**src/rtl/lrb_pkg.sv**
```systemverilog
`timescale 1ns/1ps
// Package: lrb_pkg
// Shared helpers for the dual-bank layer result buffer.
// Assumes: all arguments are positive elaboration-time constants.
package lrb_pkg;

    // Greatest common divisor of two positive integers.
    function automatic int lrb_gcd(input int a, input int b);
        int x;
        int y;
        int t;
        x = a;
        y = b;
        while (y != 0) begin
            t = x % y;
            x = y;
            y = t;
        end
        return x;
    endfunction

    // Least common multiple, used to align the depth to both port widths.
    function automatic int lrb_lcm(input int a, input int b);
        return (a / lrb_gcd(a, b)) * b;
    endfunction

    // Round a width up to a multiple of a step.
    function automatic int lrb_round_up(input int val, input int step);
        return ((val + step - 1) / step) * step;
    endfunction

    // Width of an index that must encode values 0..count-1 (at least 1 bit).
    function automatic int lrb_idx_w(input int count);
        return (count > 1) ? $clog2(count) : 1;
    endfunction

endpackage

```
**src/rtl/lrb_in_bank.sv**
```systemverilog
`timescale 1ns/1ps
// Module: lrb_in_bank
// Input bank. It collects one aligned group of N results per write and
// exposes the whole bank as a flat image for the transfer path.
// Assumes: DEPTH is a multiple of N. A write index at or beyond DEPTH/N
// matches no group and is therefore dropped.
module lrb_in_bank #(
    parameter int DW    = 32,
    parameter int N     = 2,
    parameter int DEPTH = 12,
    parameter int WI    = 3
) (
    input  logic                clk,
    input  logic                rst_n,
    input  logic                wr_en,
    input  logic [WI-1:0]       wr_idx,
    input  logic [N*DW-1:0]     wr_data,
    output logic [DEPTH*DW-1:0] img
);
    genvar e;
    generate
        for (e = 0; e < DEPTH; e++) begin : g_cell
            localparam int GRP  = e / N;
            localparam int LANE = e % N;
            logic [DW-1:0] cell_q;

            // Capture the matching lane when this entry's group is written.
            always_ff @(posedge clk) begin
                if (!rst_n) begin
                    cell_q <= '0;
                end else if (wr_en && (int'(wr_idx) == GRP)) begin
                    cell_q <= wr_data[LANE*DW +: DW];
                end
            end

            assign img[e*DW +: DW] = cell_q;
        end
    endgenerate
endmodule

```
**src/rtl/lrb_out_bank.sv**
```systemverilog
`timescale 1ns/1ps
// Module: lrb_out_bank
// Output bank. It holds the previous layer's vector and reloads all
// entries from the input bank image in one cycle when xfer is high.
// Assumes: the image presented at the transfer edge is the input bank
// state before any write in that same cycle (registered source).
module lrb_out_bank #(
    parameter int DW    = 32,
    parameter int DEPTH = 12
) (
    input  logic                clk,
    input  logic                rst_n,
    input  logic                xfer,
    input  logic [DEPTH*DW-1:0] src_img,
    output logic [DEPTH*DW-1:0] img
);
    logic [DEPTH*DW-1:0] img_q;

    // Whole-bank load on transfer, otherwise hold.
    always_ff @(posedge clk) begin
        if (!rst_n) begin
            img_q <= '0;
        end else if (xfer) begin
            img_q <= src_img;
        end
    end

    assign img = img_q;
endmodule

```
**src/rtl/lrb_read_mux.sv**
```systemverilog
`timescale 1ns/1ps
// Module: lrb_read_mux
// Combinational read port. It selects an aligned group of M elements,
// optionally replaces it with the external vector, and zeroes the lanes
// at or beyond the current vector length.
// Assumes: DEPTH is a multiple of M. A group index beyond the depth
// selects no group, and its lanes are masked by the length check.
module lrb_read_mux #(
    parameter int DW    = 32,
    parameter int M     = 4,
    parameter int DEPTH = 12,
    parameter int RI    = 2,
    parameter int LW    = 4
) (
    input  logic [DEPTH*DW-1:0] bank_img,
    input  logic                ext_sel,
    input  logic [M*DW-1:0]     ext_data,
    input  logic [RI-1:0]       rd_idx,
    input  logic [LW-1:0]       rd_len,
    output logic [M*DW-1:0]     rd_data
);
    localparam int RG = DEPTH / M;

    logic [M*DW-1:0] grp_sel;

    // Pick the addressed group from the bank with constant slices.
    always_comb begin
        grp_sel = '0;
        for (int g = 0; g < RG; g++) begin
            if (int'(rd_idx) == g) begin
                grp_sel = bank_img[g*M*DW +: M*DW];
            end
        end
    end

    genvar k;
    generate
        for (k = 0; k < M; k++) begin : g_lane
            logic          in_len;
            logic [DW-1:0] src_word;

            // Lane is valid only below the vector length.
            assign in_len   = (int'(rd_idx) * M + k) < int'(rd_len);
            // Choose external or banked data for this lane.
            assign src_word = ext_sel ? ext_data[k*DW +: DW] : grp_sel[k*DW +: DW];
            assign rd_data[k*DW +: DW] = in_len ? src_word : '0;
        end
    endgenerate
endmodule

```
**src/rtl/lrb_top.sv**
```systemverilog
`timescale 1ns/1ps
// Module: lrb_top
// Dual-bank layer result buffer. The input bank is written N results at a
// time, the output bank is read M at a time, and a one-cycle transfer
// copies the input bank into the output bank between layers.
// Assumes: the controller pulses xfer once per layer after the last
// write, and rd_len never exceeds DEPTH.
module lrb_top
    import lrb_pkg::*;
#(
    parameter int DW        = 32,
    parameter int M         = 4,
    parameter int N         = 2,
    parameter int MAX_WIDTH = 10,
    localparam int ALIGN    = lrb_lcm(M, N),
    localparam int DEPTH    = lrb_round_up(MAX_WIDTH, ALIGN),
    localparam int WI       = lrb_idx_w(DEPTH / N),
    localparam int RI       = lrb_idx_w(DEPTH / M),
    localparam int LW       = $clog2(DEPTH + 1)
) (
    input  logic            clk,
    input  logic            rst_n,
    input  logic            wr_en,
    input  logic [WI-1:0]   wr_idx,
    input  logic [N*DW-1:0] wr_data,
    input  logic            xfer,
    input  logic            ext_sel,
    input  logic [M*DW-1:0] ext_data,
    input  logic [RI-1:0]   rd_idx,
    input  logic [LW-1:0]   rd_len,
    output logic [M*DW-1:0] rd_data
);
    logic [DEPTH*DW-1:0] in_img;
    logic [DEPTH*DW-1:0] out_img;

    lrb_in_bank #(.DW(DW), .N(N), .DEPTH(DEPTH), .WI(WI)) u_in_bank (
        .clk     (clk),
        .rst_n   (rst_n),
        .wr_en   (wr_en),
        .wr_idx  (wr_idx),
        .wr_data (wr_data),
        .img     (in_img)
    );

    lrb_out_bank #(.DW(DW), .DEPTH(DEPTH)) u_out_bank (
        .clk     (clk),
        .rst_n   (rst_n),
        .xfer    (xfer),
        .src_img (in_img),
        .img     (out_img)
    );

    lrb_read_mux #(.DW(DW), .M(M), .DEPTH(DEPTH), .RI(RI), .LW(LW)) u_read_mux (
        .bank_img (out_img),
        .ext_sel  (ext_sel),
        .ext_data (ext_data),
        .rd_idx   (rd_idx),
        .rd_len   (rd_len),
        .rd_data  (rd_data)
    );
endmodule

```
**config.mk**
```make
export PLATFORM = sky130hd
export DESIGN_NAME = lrb_top
export DESIGN_NICKNAME = d
export VERILOG_FILES = /design/src/rtl/lrb_pkg.sv /design/src/rtl/lrb_in_bank.sv /design/src/rtl/lrb_out_bank.sv /design/src/rtl/lrb_read_mux.sv /design/src/rtl/lrb_top.sv
export SDC_FILE = /design/constraint.sdc
export NUM_CORES = 2
export LEC_CHECK = 0
export ABC_AREA = 1
export ABC_CLOCK_PERIOD_IN_PS = 2900
export BUFFER_PORTS_ARGS = -buffer_cell sky130_fd_sc_hd__buf_2
export CORE_MARGIN = 10
export CORE_UTILIZATION = 59
export DETAILED_ROUTE_END_ITERATION = 10
export GPL_ROUTABILITY_DRIVEN = 1
export PLACE_DENSITY_LB_ADDON = 0.3
export SETUP_SLACK_MARGIN = 0.4
export SKIP_LAST_GASP = 1
export SYNTH_ARGS = -nofsm -noshare
export SYNTH_HDL_FRONTEND = slang
export SYNTH_SLANG_ARGS = --single-unit
```
**constraint.sdc**
```tcl
create_clock -name clk -period 2.9 [get_ports clk]
set_input_delay 0.725 -clock clk [delete_from_list [all_inputs] [get_ports clk]]
set_output_delay 0.725 -clock clk [all_outputs]
set_load 0.05 [all_outputs]
```
# Word-level counts from Yosys, hierarchy flattened
# Index checks and enable logic that the tools add are counted.
[word_totals]
register_bits = 768
inputBits = 206
out_inout_bits = 128
wordCells = 46
[op_classes]
add_sub_neg = 3
magnitude_cmp = 4
eq_ne = 7
n_mux = 11
reduce_logical = 8
[ops]
columns = ["op", "n"]
rows = [
  ["$mux 128", 3],
  ["$mux 32", 8],
  ["$lt 32x5->1", 3],
  ["$eq 3x3->1 const B", 4],
  ["$add 4x2->5 const B", 2],
  ["$logic_and 1x1->1", 6],
  ["$add 4x1->5 const B", 1],
  ["$eq 2x2->1 const B", 2],
  ["$lt 4x4->1", 1],
  ["$eq 3x2->1 const B", 1],
  ["$logic_not 3->1", 1],
  ["$logic_not 2->1", 1],
]

# Depth between registers and ports, before layout
[logic_depth]
word_depth = 6
depth_mapped = 10
depth_no_buf = 7

# Cells and area by module
# From an unflattened synthesis, not the netlist that was laid out.
[hier_totals]
hier_cells = 5838
hier_area_um2 = 35955.7
[modules_own_cells]
columns = ["mod", "n_inst", "cells_each", "area_each_um2", "seq_area_each_um2"]
rows = [
  ["lrb_out_bank", 1, 2432, 15533.6, 7687.4],
  ["lrb_in_bank", 1, 2167, 15053.2, 7687.4],
  ["lrb_read_mux", 1, 1239, 5368.9, 0.0],
]

# Least setup slack after synthesis
# OpenSTA, ideal clock, no wires.
[synth_path]
kind = "input to output"
from = "input port rd_idx[0]"
to = "output port rd_data[34]"
arrival_time_ns = 2.755
required_ns = 2.175
path_slack_ns = -0.580
cell_stages = 10
path_buffers = 3
cell_sequence = "inv_2 buf_2 buf_2 ha_1 nand2_1 inv_1 nand2_1 buf_1 nand3_1 a21oi_1"
[synth_between]
elab_chain_cells = 6
word_cells_on_any_way = 10
classes_between = "add/sub: 1; order compare: 1; eq/ne: 2; mux: 5; reduce/logical: 1"
[synth_lines]
columns = ["item", "line_no", "text"]
rows = [
  ["start, declared", "lrb_top.sv:29", "input logic [RI-1:0] rd_idx,"],
  ["parallel branches: the longest is 5 deep, another holds $lt 32x5->1", "n/a", ""],
  ["$mux 32 (*)", "lrb_read_mux.sv:46", "assign rd_data[k*DW +: DW] = in_len ? src_word : '0;"],
  ["end, declared", "lrb_top.sv:31", "output logic [M*DW-1:0] rd_data"],
]
# Every way passes the cells marked *.

# Worst setup path in the final report
[layout_path]
from = "input port rd_len[3]"
to = "output port rd_data[114]"
[layout_between]
elab_chain_cells = 2
[layout_lines]
columns = ["item", "line_no", "text"]
rows = [
  ["start, declared", "lrb_top.sv:30", "input logic [LW-1:0] rd_len,"],
  ["$lt 32x5->1", "lrb_read_mux.sv:43", "assign in_len = (int'(rd_idx) * M + k) < int'(rd_len);"],
  ["$mux 32", "lrb_read_mux.sv:46", ""],
]
# Every way passes these cells.

==> reports/results.ini <==
[drt]
vias_per_cell = 5.87
wl_mm = 115
num_vias = 33505
wl_per_cell_um = 20.2
drc_errors = 0
ant_nets = 0
first_pass_iters = 6
drt_iter0_markers = 3713

[outcome]
violations = negative setup slack
outcome = complete, but fails checks

[timing]
drv_slew = 0
setup_viol_count_final = 95
finalHoldViolCount = 0
fmax_ghz = 0.325
min_period_ps = 3070
finClkSkew_ps = 22.2
fin_crit_sh = 1.06
timing.hold.ws_ps = 451
setup_slack_ps = -173
tightest_slew_ps = 833
slew_headroom = 0.445
rsz0062_at_grt = yes

[logic_synthesis]
yosys-top-cells-area = dfxtp_1 (48%), nor2_1 (16%), o21ai_0 (10%), nand2_1 (7.7%), a21oi_1 (3.8%)
synth_top_area_cell = dfxtp_1
async_flop_share = 0
synth_top_area_share = 0.479
syn_inst = 4663
yosysMostFrequentCell = nor2_1
syn_area_um2 = 32100
synthTopCellsByCount = nor2_1 (1362), dfxtp_1 (768), o21ai_0 (672)
synth-warning-count = 0
syn_avg_cell_area_um2 = 6.88
synthFlopType = dfxtp_1
ys_seq_area_frac = 0.479
syn-num-nets = 4872
synth_edf_count = 0
ys_ff_latch = 768
yosys.cell_types.count = 21

[clock_network]
htree_levels = 3
cts_buffers = 76
cts_tree = done
cts.path.max_buffers = 3
cts_sinks = 768
clockRootBuffer = clkbuf_16
clk_pin_slew_worst_paths_ps = 60
clk-insertion-delay-late_ps = 630

[worst_setup_path]
startpoint = rd_len[3]
max_stage_delay_ps = 220
cp-start-kind = input port
rrSetupSlack_ps = 2070
crit_top_cell = buf_6
critPathSlowestCell = ha_4
worst_r2r_endpoint = u_out_bank.img[49]
crit_path_end_kind = primary output
path_cells = buf_6 > inv_4 > ha_4 > buf_6 > a21oi_4 > buf_12 > buf_4 > buf_12 > o21ai_4 > a21oi_4 > buf_6
r2r_start = u_in_bank.g_cell[1].cell_q[17]
cp-endpoint = rd_data[114]
required_ps = 2170
path_max_fanout = 6
r2r_cells = 2
worst-setup-path-type = in2out
crit_arrival_ps = 2350

[cells_and_area]
multi_input_area_um2 = 17100
regArea_um2 = 15400
fill_cells = 3358
finish.instance_area_um2 = 43000
area_growth_pct = 34.0
final_core_util = 0.799
drive_gt1_frac = 0.226
nets = 5145

[placement]
post-place-ws_ps = -215
portBuffers = 333
dp_hpwl_mm = 61.4
placed_area_um2 = 36600
routabilityCongestion = 0.843

[power_and_ir_drop]
p_int_mw = 19.0
pwr-share-comb = 0.188
clockPowerShare = 0.389
p_leak_nw = 18.6
total_power_mw = 26.6
switching_share = 0.285
power.switching_mw = 7.59
power_density_nw_per_um2 = 618
power_frac_seq = 0.424
vdd_drop_max_v = 0.000459

[floorplan]
start_util = 0.596
die_area_um2 = 64100
dieHeight_um = 253
core_area_um2 = 53800
num_io_pins = 334
rows = 85
die_w_um = 253

[grt]
antenna_found_initial = 14
grt_start_max_net_pins = 130
track_usage = 0.329
grt-ovfl-total = 0
grt_pass1_vias = 31021
grt_first_pass_wirelength_mm = 169

[job]
max_cap_viol_count = 0

[min_path]
hp-class = reg2reg

## worst max-delay path: cells and delay by family
kind	cells	cell delay [ps]
AOI/OAI and AO/OA	3	510
buffers and inverters	7	880
adders and majority gates	1	220
## cells in the final DEF (no fill, tap or decap), types with 22 or more instances in the layout
cell,n
o21ai_0,640
buf_12,77
nand2_2,22
clkbuf_16,82
nand2_1,626
o21ai_4,26
nand3_2,22
inv_1,217
nand4_1,64
a21oi_1,147
buf_8,65
nor2_4,43
nor2_1,1310
dfxtp_1,768
nand3_1,49
o211ai_1,32
buf_2,199
buf_6,105
buf_4,80
nand3_4,59
or2_2,126
a21oi_4,92
buf_16,23
## power groups by stage
stage	combinational, mW	sequential, mW	clock [mW]
after floorplan	2.75	11.4	0
after global placement	3.76	11.4	0
after detailed placement	3.83	11.5	0
after CTS	4.52	11.2	10.3
after global routing	5.27	11.3	10.7
final	4.99	11.3	10.3
## cell families (layout without fill, tap and decap cells)
logic type	Yosys count	in the layout	synth area share
AOI/OAI and AO/OA	950	950	0.151
adders and majority gates	3	3	0.00117
buffers and inverters	595	929	0.0739
DFF	768	768	0.479
other	0	11	0
and+or+nand+nor	2347	2347	0.295
## metal layers
layer	track usage	routed length, µm	vias up
met5	0	69	-
met1	0.414	44300	15676
met4	0.161	5890	10
li1	-	-	15399
met3	0.0717	11700	443
met2	0.528	53600	1977
## worst min path at each step
stage,from,end,cells past startpoint
after global routing,wr_data[63],u_in_bank.g_cell[11].cell_q[31],3
after global placement,u_in_bank.g_cell[6].cell_q[30],u_out_bank.img[222],2
final,u_in_bank.g_cell[7].cell_q[24],u_out_bank.img[248],2
after CTS,wr_data[62],u_in_bank.g_cell[11].cell_q[30],3
after floorplan,u_out_bank.img[10],u_out_bank.img[10],2
after detailed placement,u_in_bank.g_cell[7].cell_q[13],u_out_bank.img[237],2
## metrics by stage
| step | cells | setup TNS [ps] |
|---|---|---|
| 2_1_floorplan | 4663 | 0 |
| 3_3_place_gp | 5467 | -8380 |
| 3_5_place_dp | 5467 | -12390 |
| 4_1_cts | 5671 | -2270 |
| 5_1_grt | 5702 | -7730 |
| 6_report | 5704 | -5190 |
## state kept, by name, summed over array words and instances (netlist names)
register,count
u_in_bank.g_cell.cell_q,384
u_out_bank.img,384
## repair_timing
action	4_1_cts	5_1_grt
hold buffers	0	0
cloned	21	5
pin swaps	52	74
setup endpoints to repair	128	128
setup buffers	44	17
gates resized for setup	450	215
## cell type report
cell class,count,area share
Clock buffer,114,0.0529
Tap cell,696,0.0202
Sequential cell,768,0.357
Inverter,236,0.0216
Timing Repair Buffer,554,0.141
Antenna cell,11,0.000640
Multi-Input combinational cell,3300,0.399
Clock inverter,25,0.00771
(Power assumes the default switching activity.)
